### config.mk
export PLATFORM = sky130hd
export DESIGN_NAME = qspi_ram_engine
export DESIGN_NICKNAME = d
export VERILOG_FILES = /design/src/rtl/qpr_pkg.sv /design/src/rtl/qpr_lanes.sv /design/src/rtl/qpr_wrap_track.sv /design/src/rtl/qspi_ram_engine.sv
export SDC_FILE = /design/constraint.sdc
export NUM_CORES = 1
export LEC_CHECK = 0
export BUFFER_PORTS_ARGS = -buffer_cell sky130_fd_sc_hd__clkbuf_2
export CORE_ASPECT_RATIO = 0.75
export CORE_MARGIN = 5
export CORE_UTILIZATION = 35
export DETAILED_ROUTE_END_ITERATION = 8
export MAX_ROUTING_LAYER = met4
export PLACE_DENSITY = 0.61
export SETUP_SLACK_MARGIN = 0.15
export SLEW_MARGIN = 20
export SYNTH_ARGS = -nofsm -noshare
export SYNTH_HDL_FRONTEND = slang
export SYNTH_SLANG_ARGS = --single-unit
export TNS_END_PERCENT = 5
### constraint.sdc
create_clock -name clk -period 4.55 [get_ports clk]
set_clock_uncertainty 0.1 [all_clocks]
set_input_delay 0.455 -clock clk [delete_from_list [all_inputs] [get_ports clk]]
set_output_delay 0.455 -clock clk [all_outputs]
set_load 0.01 [all_outputs]
### src/rtl/qpr_pkg.sv
package qpr_pkg;
  localparam logic [1:0] OP_READ  = 2'd0;
  localparam logic [1:0] OP_WRITE = 2'd1;
  localparam logic [1:0] OP_WRAP  = 2'd2;
  localparam logic [1:0] OP_BAD   = 2'd3;

  localparam logic [7:0] CMD_QREAD   = 8'hEB;
  localparam logic [7:0] CMD_QWRITE  = 8'h38;
  localparam logic [7:0] CMD_WRAPLEN = 8'hC0;

  typedef enum logic [2:0] {
    S_IDLE, S_SETUP, S_TX, S_DUMMY, S_RX, S_HOLD, S_RESP
  } eng_state_e;

  function automatic int imax(input int a, input int b);
    return (a > b) ? a : b;
  endfunction
endpackage

### src/rtl/qpr_lanes.sv
module qpr_lanes #(
  parameter int FRAME_W = 64,
  parameter int RX_W    = 32
) (
  input  logic               clk,
  input  logic               rst,
  input  logic               load,
  input  logic [FRAME_W-1:0] frame_in,
  input  logic               shift,
  input  logic               cap,
  input  logic [3:0]         dq_in,
  output logic [3:0]         nib,
  output logic [RX_W-1:0]    rx_word
);
  logic [FRAME_W-1:0] frame_q;
  logic [RX_W-1:0]    rx_q;

  always_ff @(posedge clk) begin
    if (rst) begin
      frame_q <= '0;
      rx_q    <= '0;
    end else if (load) begin
      frame_q <= frame_in;
      rx_q    <= '0;
    end else begin
      if (shift) frame_q <= {frame_q[FRAME_W-5:0], 4'h0};
      if (cap)   rx_q    <= {rx_q[RX_W-5:0], dq_in};
    end
  end

  assign nib     = frame_q[FRAME_W-1 -: 4];
  assign rx_word = rx_q;
endmodule

### src/rtl/qpr_wrap_track.sv
module qpr_wrap_track #(
  parameter int SZ_W    = 8,
  parameter int LEGAL_A = 0,
  parameter int LEGAL_B = 32
) (
  input  logic            clk,
  input  logic            rst,
  input  logic [SZ_W-1:0] probe_size,
  input  logic            commit,
  input  logic [SZ_W-1:0] commit_size,
  output logic            legal,
  output logic            differs
);
  logic [SZ_W-1:0] cur_q;

  always_ff @(posedge clk) begin
    if (rst) cur_q <= SZ_W'(LEGAL_A);
    else if (commit) cur_q <= commit_size;
  end

  assign legal   = (probe_size == SZ_W'(LEGAL_A)) || (probe_size == SZ_W'(LEGAL_B));
  assign differs = (probe_size != cur_q);

  AST_WRAP_STORED_LEGAL: assert property (@(posedge clk) disable iff (rst)
    (cur_q == SZ_W'(LEGAL_A)) || (cur_q == SZ_W'(LEGAL_B)));
  AST_COMMIT_CHANGES: assert property (@(posedge clk) disable iff (rst)
    commit |-> (commit_size != cur_q));
endmodule

### src/rtl/qspi_ram_engine.sv
module qspi_ram_engine
  import qpr_pkg::*;
#(
  parameter int ADDR_W    = 24,
  parameter int DATA_W    = 32,
  parameter int WRAP_W    = 8,
  parameter int DUMMY_CYC = 6,
  parameter int CS_SETUP  = 0,
  parameter int CS_HOLD   = 0
) (
  input  logic              clk,
  input  logic              rst,
  input  logic              req_valid,
  output logic              req_ready,
  input  logic [1:0]        req_op,
  input  logic [ADDR_W-1:0] req_addr,
  input  logic [DATA_W-1:0] req_wdata,
  input  logic [WRAP_W-1:0] req_wrap,
  output logic              rsp_valid,
  output logic              rsp_err,
  output logic [DATA_W-1:0] rsp_rdata,
  output logic              ram_cs_n,
  output logic              ram_sck,
  output logic [3:0]        ram_dq_out,
  output logic              ram_dq_oe,
  input  logic [3:0]        ram_dq_in
);
  localparam int CMD_W   = 8;
  localparam int FRAME_W = CMD_W + ADDR_W + DATA_W;
  localparam int CMD_NIB = CMD_W / 4;
  localparam int RD_NIB  = (CMD_W + ADDR_W) / 4;
  localparam int WR_NIB  = FRAME_W / 4;
  localparam int RX_NIB  = DATA_W / 4;
  localparam int MAXC    = imax(imax(WR_NIB, DUMMY_CYC), imax(CS_SETUP, CS_HOLD)) + 1;
  localparam int CNT_W   = $clog2(MAXC + 1);

  eng_state_e         st;
  logic [CNT_W-1:0]   cnt, tx_n;
  logic               half, has_rx, is_wrap;
  logic [WRAP_W-1:0]  pend_size;
  logic               cs_n_q, sck_q, oe_q, err_q;
  logic [3:0]         dq_q;

  logic               accept, lane_load, lane_shift, lane_cap;
  logic [FRAME_W-1:0] frame_in;
  logic [3:0]         nib;
  logic [DATA_W-1:0]  rx_word;
  logic               wrap_legal, wrap_differs, wrap_commit, refuse;

  assign accept = (st == S_IDLE) && req_valid;

  always_comb begin
    case (req_op)
      OP_READ:  frame_in = {CMD_QREAD, req_addr, {DATA_W{1'b0}}};
      OP_WRITE: frame_in = {CMD_QWRITE, req_addr, req_wdata};
      default:  frame_in = {CMD_WRAPLEN, {(ADDR_W + DATA_W){1'b0}}};
    endcase
  end

  assign refuse      = (req_op == OP_BAD) || ((req_op == OP_WRAP) && !wrap_legal);
  assign lane_load   = accept;
  assign lane_shift  = (st == S_TX) && half;
  assign lane_cap    = (st == S_RX) && half;
  assign wrap_commit = (st == S_HOLD) && (cnt == '0) && is_wrap;

  qpr_lanes #(.FRAME_W(FRAME_W), .RX_W(DATA_W)) i_lanes (
    .clk(clk), .rst(rst), .load(lane_load), .frame_in(frame_in),
    .shift(lane_shift), .cap(lane_cap), .dq_in(ram_dq_in),
    .nib(nib), .rx_word(rx_word)
  );

  qpr_wrap_track #(.SZ_W(WRAP_W), .LEGAL_A(0), .LEGAL_B(32)) i_wrap (
    .clk(clk), .rst(rst), .probe_size(req_wrap), .commit(wrap_commit),
    .commit_size(pend_size), .legal(wrap_legal), .differs(wrap_differs)
  );

  always_ff @(posedge clk) begin
    if (rst) begin
      st        <= S_IDLE;
      cnt       <= '0;
      tx_n      <= '0;
      half      <= 1'b0;
      has_rx    <= 1'b0;
      is_wrap   <= 1'b0;
      pend_size <= '0;
      cs_n_q    <= 1'b1;
      sck_q     <= 1'b0;
      oe_q      <= 1'b0;
      dq_q      <= 4'h0;
      err_q     <= 1'b0;
    end else begin
      case (st)
        S_IDLE: begin
          half <= 1'b0;
          if (req_valid) begin
            err_q     <= 1'b0;
            has_rx    <= (req_op == OP_READ);
            is_wrap   <= (req_op == OP_WRAP);
            pend_size <= req_wrap;
            cnt       <= CNT_W'(CS_SETUP);
            if (refuse) begin
              err_q <= 1'b1;
              st    <= S_RESP;
            end else if ((req_op == OP_WRAP) && !wrap_differs) begin
              st <= S_RESP;
            end else begin
              cs_n_q <= 1'b0;
              st     <= S_SETUP;
              case (req_op)
                OP_READ:  tx_n <= CNT_W'(RD_NIB);
                OP_WRITE: tx_n <= CNT_W'(WR_NIB);
                default:  tx_n <= CNT_W'(CMD_NIB);
              endcase
            end
          end
        end
        S_SETUP: begin
          if (cnt == '0) st <= S_TX;
          else cnt <= cnt - 1'b1;
        end
        S_TX: begin
          if (!half) begin
            sck_q <= 1'b0;
            oe_q  <= 1'b1;
            dq_q  <= nib;
            half  <= 1'b1;
          end else begin
            sck_q <= 1'b1;
            half  <= 1'b0;
            if (tx_n == CNT_W'(1)) begin
              if (has_rx) begin
                st  <= (DUMMY_CYC == 0) ? S_RX : S_DUMMY;
                cnt <= (DUMMY_CYC == 0) ? CNT_W'(RX_NIB) : CNT_W'(DUMMY_CYC);
              end else begin
                st  <= S_HOLD;
                cnt <= CNT_W'(CS_HOLD);
              end
            end else begin
              tx_n <= tx_n - 1'b1;
            end
          end
        end
        S_DUMMY: begin
          if (!half) begin
            sck_q <= 1'b0;
            oe_q  <= 1'b0;
            half  <= 1'b1;
          end else begin
            sck_q <= 1'b1;
            half  <= 1'b0;
            if (cnt == CNT_W'(1)) begin
              st  <= S_RX;
              cnt <= CNT_W'(RX_NIB);
            end else begin
              cnt <= cnt - 1'b1;
            end
          end
        end
        S_RX: begin
          if (!half) begin
            sck_q <= 1'b0;
            oe_q  <= 1'b0;
            half  <= 1'b1;
          end else begin
            sck_q <= 1'b1;
            half  <= 1'b0;
            if (cnt == CNT_W'(1)) begin
              st  <= S_HOLD;
              cnt <= CNT_W'(CS_HOLD);
            end else begin
              cnt <= cnt - 1'b1;
            end
          end
        end
        S_HOLD: begin
          sck_q <= 1'b0;
          oe_q  <= 1'b0;
          if (cnt == '0) begin
            cs_n_q <= 1'b1;
            st     <= S_RESP;
          end else begin
            cnt <= cnt - 1'b1;
          end
        end
        S_RESP: st <= S_IDLE;
        default: st <= S_IDLE;
      endcase
    end
  end

  assign req_ready  = (st == S_IDLE);
  assign rsp_valid  = (st == S_RESP);
  assign rsp_err    = err_q;
  assign rsp_rdata  = has_rx ? rx_word : '0;
  assign ram_cs_n   = cs_n_q;
  assign ram_sck    = sck_q;
  assign ram_dq_out = dq_q;
  assign ram_dq_oe  = oe_q;

  AST_READY_BUS_IDLE: assert property (@(posedge clk) disable iff (rst)
    req_ready |-> (ram_cs_n && !ram_sck));
  AST_RX_LANES_FREE: assert property (@(posedge clk) disable iff (rst)
    (st == S_RX) |-> !ram_dq_oe);
  AST_CS_HIGH_NO_DRIVE: assert property (@(posedge clk) disable iff (rst)
    ram_cs_n |-> !ram_dq_oe);
  AST_RSP_ONE_CYCLE: assert property (@(posedge clk) disable iff (rst)
    rsp_valid |=> !rsp_valid);
  AST_RSP_CS_RELEASED: assert property (@(posedge clk) disable iff (rst)
    rsp_valid |-> ram_cs_n);
  AST_SCK_LOW_IDLE: assert property (@(posedge clk) disable iff (rst)
    ram_cs_n |-> !ram_sck);
  AST_REFUSE_NO_BUS: assert property (@(posedge clk) disable iff (rst)
    (accept && refuse) |=> (ram_cs_n && rsp_err));
endmodule

---- Yosys cells after proc, flatten, opt, wreduce, memory -nomap -nowiden ----
Cells that the tools add are included.
storage, ports and cells
  bits in registers ....................... 136
  input bits .............................. 73
  output and inout bits ................... 42
  word-level logic and storage cells ...... 126
cells by class
  $add $sub $neg .......................... 2
  equality and inequality tests ........... 28
  mux-type cells .......................... 47
  bitwise logic cells ..................... 1
  reductions and logical operators ........ 33
operators by type and width
  operator                                                number
  two-way mux 64 bit                                      2
  case mux 64 bit (2 select lines)                        1
  two-way mux 5 bit                                       13
  two-way mux 3 bit                                       13
  two-way mux 32 bit                                      1
  case mux 5 bit (5 select lines)                         1
  inequality test 2 bit (second input constant)           12
  case mux 5 bit (2 select lines)                         2
  case mux 3 bit (6 select lines)                         1
  == test 5 x 1 -> 1 bit (second input constant)          2
  nonzero test 2 bit                                      5
  subtractor 5 x 1 -> 5 bit (second input constant)       2
  == test 3 bit (second input constant)                   3
  two-way mux 1 bit                                       9
  AND reduction 9 bit                                     1
  == test 8 x 6 -> 1 bit (second input constant)          1
  logical NOT 8 bit                                       1
  inequality test 8 bit                                   1
  logical AND 1 bit                                       7
  AND reduction 7 bit                                     1
  == test 3 x 2 -> 1 bit (second input constant)          2
  inequality test 2 x 1 -> 1 bit (second input constant)  3
  case mux 1 bit (2 select lines)                         3
  AND reduction 6 bit                                     1
  17 further kinds                                        23

---- Longest topological paths before layout ----
  depth in word-level cells ............... 8
  mapped depth ............................ 8
  gate-level depth less buffers ........... 7

---- By module ----
Synthesis repeated with hierarchy kept, for this count alone.
second synthesis, totals
  cell total of the unflattened synthesis .. 755
  area, all modules ....................... 6932.9 µm²
modules (own cells, without submodules)
  module           times used  cells each  area an instance (µm²)  sequential area each (µm²)
  qpr_lanes        1           393         4192.8                  1921.8
  qspi_ram_engine  1           323         2354.8                  640.6
  qpr_wrap_track   1           39          385.4                   160.2

---- Worst setup path after synthesis ----
No wires, ideal clock.
  path type ............................... register to register
  from .................................... reg tx_n[0]
  to ...................................... reg cnt[0]
  library setup time ...................... 0.070 ns
  arrival ................................. 1.870 ns
  data required time ...................... 4.380 ns
  path slack .............................. 2.510 ns
  cell stages (with the launch flop) ...... 6
  buffers on the path ..................... 0
  clock period less this slack ............ 2.040 ns
  cell sequence ........................... dfxtp_1 -> ha_1 -> or4b_4 -> a22o_4 -> or4b_1 -> a21oi_1
between the ends
  word-level cells in the longest chain between the ends .. 3
RTL lines
  element                                   line                    RTL
  start, declared                           qspi_ram_engine.sv:38   logic [CNT_W-1:0] cnt, tx_n;
  start signal, assigned                    qspi_ram_engine.sv:110  OP_READ: tx_n <= CNT_W'(RD_NIB);
  start signal, assigned                    qspi_ram_engine.sv:111  OP_WRITE: tx_n <= CNT_W'(WR_NIB);
  start signal, assigned                    qspi_ram_engine.sv:112  default: tx_n <= CNT_W'(CMD_NIB);
  == test 5 x 1 -> 1 bit                    qspi_ram_engine.sv:130  if (tx_n == CNT_W'(1)) begin
  inequality test 2 x 1 -> 1 bit (no line)  n/a
  AND reduction 7 bit (no line)             n/a
  end signal, assigned                      qspi_ram_engine.sv:133  cnt <= (DUMMY_CYC == 0) ? CNT_W'(RX_NIB) : CNT_W'(DUMMY_CYC);
  end signal, assigned                      qspi_ram_engine.sv:136  cnt <= CNT_W'(CS_HOLD);
  end signal, assigned                      qspi_ram_engine.sv:153  cnt <= CNT_W'(RX_NIB);
  end, declared                             qspi_ram_engine.sv:38
Every way passes these cells.
A chain may end at the register's enable or synchronous reset.

---- Worst setup path in the final report ----
  from .................................... reg st[0]
  to ...................................... reg i_lanes.frame_q[55]
between the ends
  word-level cells in the longest chain between the ends .. 3
  elaborated cells on any way between the ends .. 6
  those cells by class .................... eq/ne: 1; mux: 1; reduce/logical: 4
RTL lines
  element                                                                    line                                          RTL
  start, declared                                                            qspi_ram_engine.sv:37                         eng_state_e st;
  start signal, assigned                                                     qspi_ram_engine.sv:132                        st <= (DUMMY_CYC == 0) ? S_RX : S_DUMMY;
  == test 3 x 2 -> 1 bit / logical NOT 3 bit (equally long branches)         qspi_ram_engine.sv:62, qspi_ram_engine.sv:50
  logical AND 1 bit, on equally long branches                                qspi_ram_engine.sv:62, qspi_ram_engine.sv:50
  nonzero test 2 bit (no line) / two-way mux 64 bit (equally long branches)  n/a
  end signal, assigned                                                       qpr_lanes.sv:23                               frame_q <= frame_in;
  end signal, assigned                                                       qpr_lanes.sv:26                               if (shift) frame_q <= {frame_q[FRAME_W-5:0], 4'h0};
  end, declared                                                              qpr_lanes.sv:15                               logic [FRAME_W-1:0] frame_q;
Parallel ways exist; a longest one is shown, timed or not.

==> flow_metrics.env <==
export IMPL_synthTopCellsByArea="dfxtp_1 44%, nand2_1 11%, a21oi_1 7.8%"
export IMPL_cts_buffers=17
export IMPL_fmax_mhz=384.1
export IMPL_rows=41
export IMPL_grt_usage_pct=16.32
export IMPL_syn_num_nets=852
export IMPL_ir_drop_mv=0.2531
export IMPL_wl_mm=16.10
export IMPL_post_dp_hpwl_mm=10.22
export IMPL_period_share_pct=57.23
export IMPL_cts_root_buf="clkbuf_16"
export IMPL_synth_common_cells="172 x nand2_1, 136 x dfxtp_1, 95 x a21oi_1"
export IMPL_grt_max_degree=58
export IMPL_port_buffer_count=114
export IMPL_grt_pass1_vias=5212
export IMPL_grt_antenna_before_repair=0
export IMPL_slew_headroom_pct=36.61
export IMPL_overflow=0
export IMPL_die_height_um=124.6
export IMPL_htreeDepth=4
export IMPL_required_ns=4.76
export IMPL_hold_viol=0
export IMPL_setup_tns_ns=0
export IMPL_cp_end_kind="register"
export IMPL_die_area_um2=20280
export IMPL_ys_warn_count=0
export IMPL_min_path_cells=3
export IMPL_crit_slowest_cell="dfxtp_1"
export IMPL_regToRegSetupSlack_ns=1.95
export IMPL_clkSinkCount=136
export IMPL_report_final_slew_viol_count=0
export IMPL_setup_violations=0
export IMPL_hold_class="in2reg"
export IMPL_path_clk_slew_ns=0.06
export IMPL_initial_core_util_pct=35.98
export IMPL_place_ws_ns=1.966
export IMPL_synth_distinct_cells=55
export IMPL_syn_inst=774
export IMPL_synth_seq_cells=136
export IMPL_first_pass_iters=5
export IMPL_cts_setup_buffers=0
export IMPL_vias=5715
export IMPL_cts_resized=0
export IMPL_ff2ff_path_depth=5
export IMPL_cts_max_path_buffers=2
export IMPL_async_flop_share_pct=0
export IMPL_cp_max_fo=57
export IMPL_yosysMostFrequentCell="nand2_1"
export IMPL_drc_errors=0
export IMPL_cellLeakagePower_nw=2.848
export IMPL_grt_pass1_wl_mm=26.83
export IMPL_ant_nets=0
export IMPL_num_antenna_cells=0
export IMPL_tightest_slew_ns=0.9497
export IMPL_critPathArrivalTime_ns=2.82
export IMPL_gp_congestion=0.8576
export IMPL_synth_edf_count=0
export IMPL_cap_violations=0
export IMPL_viasPerCell=5.210
export IMPL_post_route_cells_drive_above_1_share_pct=19.74
export IMPL_avgSynthCellArea_um2=7.918
export IMPL_wl_per_cell_um=14.67
export IMPL_cts_hold_buf=0
export IMPL_synth_top_cell_area_share_pct=44.43
export IMPL_layout_setup_ws_ns=1.946
export IMPL_syn_area_um2=6128
export IMPL_crit_chain="nor3_4, nand2_4, buf_4, a21oi_1, a311oi_1"
export IMPL_synth_top_cell_by_area="dfxtp_1"
export IMPL_fp_dieW_um=162.8
export IMPL_ys_seq_area_share_pct=44.43
export IMPL_ioPinCount=115
export IMPL_nets=926
export IMPL_outcome="complete, no violations"
export IMPL_clk_insertion_delay_late_ns=0.42
export IMPL_criticalPathCategory="reg2reg"
export IMPL_ys_flop_type="dfxtp_1"
export IMPL_drtIter0Drc=448
export IMPL_core_area_um2=17030
export IMPL_rsz0062_at_grt="false"
export IMPL_cts_tree="yes"
export IMPL_crit_path_start_kind="register"
export IMPL_p_per_area_nw_per_um2=579.7
export IMPL_slowest_delay_ns=0.84
export IMPL_syn_to_final_growth_pct=21.62
export IMPL_layout_min_cycle_time_ns=2.604
## logic make-up (layout without fill, tap and decap cells)
kind of cell | after synthesis | count (layout) | synth area share, %
AND/OR/NAND/NOR | 339 | 339 | 25.54
AO/OA/AOI/OAI | 203 | 203 | 22.01
flip-flops | 136 | 136 | 44.43
buffers and inverters | 79 | 166 | 5.206
XOR/XNOR | 10 | 10 | 1.429
adder cells (fa/ha/maj) | 5 | 5 | 1.021
multiplexers | 2 | 2 | 0.3675
## worst max-delay path, delay by kind of cell, from the launching register on
kind                   cells  cell delay, ns
AND/OR/NAND/NOR            2            0.57
flip-flops                 1            0.84
buffers and inverters      1            0.56
AO/OA/AOI/OAI              2            0.39
## metal layers
metal	vias to the layer above	GRT usage (%)	part of all wire, %	wire, um
li1	2867	-	-	-
met1	2642	24.43	51	8150
met2	190	21.02	42	6686
met3	16	4.598	6.7	1079
met4	0	4.684	1.1	180
met5	-	-	0	0
## registers in the layout, indices dropped and copies added, names as in the netlist
signal           flops
is_wrap              1
rsp_err              1
half                 1
i_lanes.rx_word     32
ram_sck              1
pend_size            8
ram_dq_out           4
has_rx               1
st                   3
i_lanes.frame_q     64
tx_n                 5
ram_cs_n             1
ram_dq_oe            1
cnt                  5
i_wrap.cur_q         8
## cell type report
type                       count  area (um^2)
multi-input combinational    559         3114
tap                          236        295.3
clock inverter                13        191.4
clock buffer                  19        442.9
inverter                      12        45.04
fill                        1758         9578
sequential                   136         2724
timing repair buffer         122        640.6
## through the flow
stage                     util, %  total power [W]  cell area [um^2]  hold slack (ns)  std cells
final                       43.76         0.004321              7453           0.1576       1097
after global routing        43.76         0.004608              7453           0.1456       1097
after floorplan                 -         0.002563              6128           0.3295        774
after CTS                   43.74         0.004351              7450           0.1361       1097
after global placement      39.93         0.002854              6800           0.3416       1064
after detailed placement    40.02         0.002862              6815           0.3395       1065
## cells in the final DEF (no fill, tap or decap), drive strengths merged, types with 7 or more instances in the layout
master	instances
a21oi	95
a221oi	30
a311oi	28
a31oi	7
and2	33
buf	9
clkbuf	132
dfxtp	136
inv	15
nand2	173
nand3	11
nor2	50
nor3	37
o21ai	14
xor2	9
## worst paths after layout
check / startpoint / end
max reg2reg: st[0] / i_lanes.frame_q[55]
min: ram_dq_in[0] / i_lanes.rx_word[0]
min reg2reg: i_lanes.frame_q[62] / ram_dq_out[2]
max: st[0] / i_lanes.frame_q[55]
## report_power, final
part | internal (W) | switching, W | total, W
combinational | 0.000453 | 0.000703 | 0.00116
sequential | 0.00147 | 0.000221 | 0.00169
clock | 0.000938 | 0.000537 | 0.00148
No activity file was read; power rests on OpenSTA's default activity.
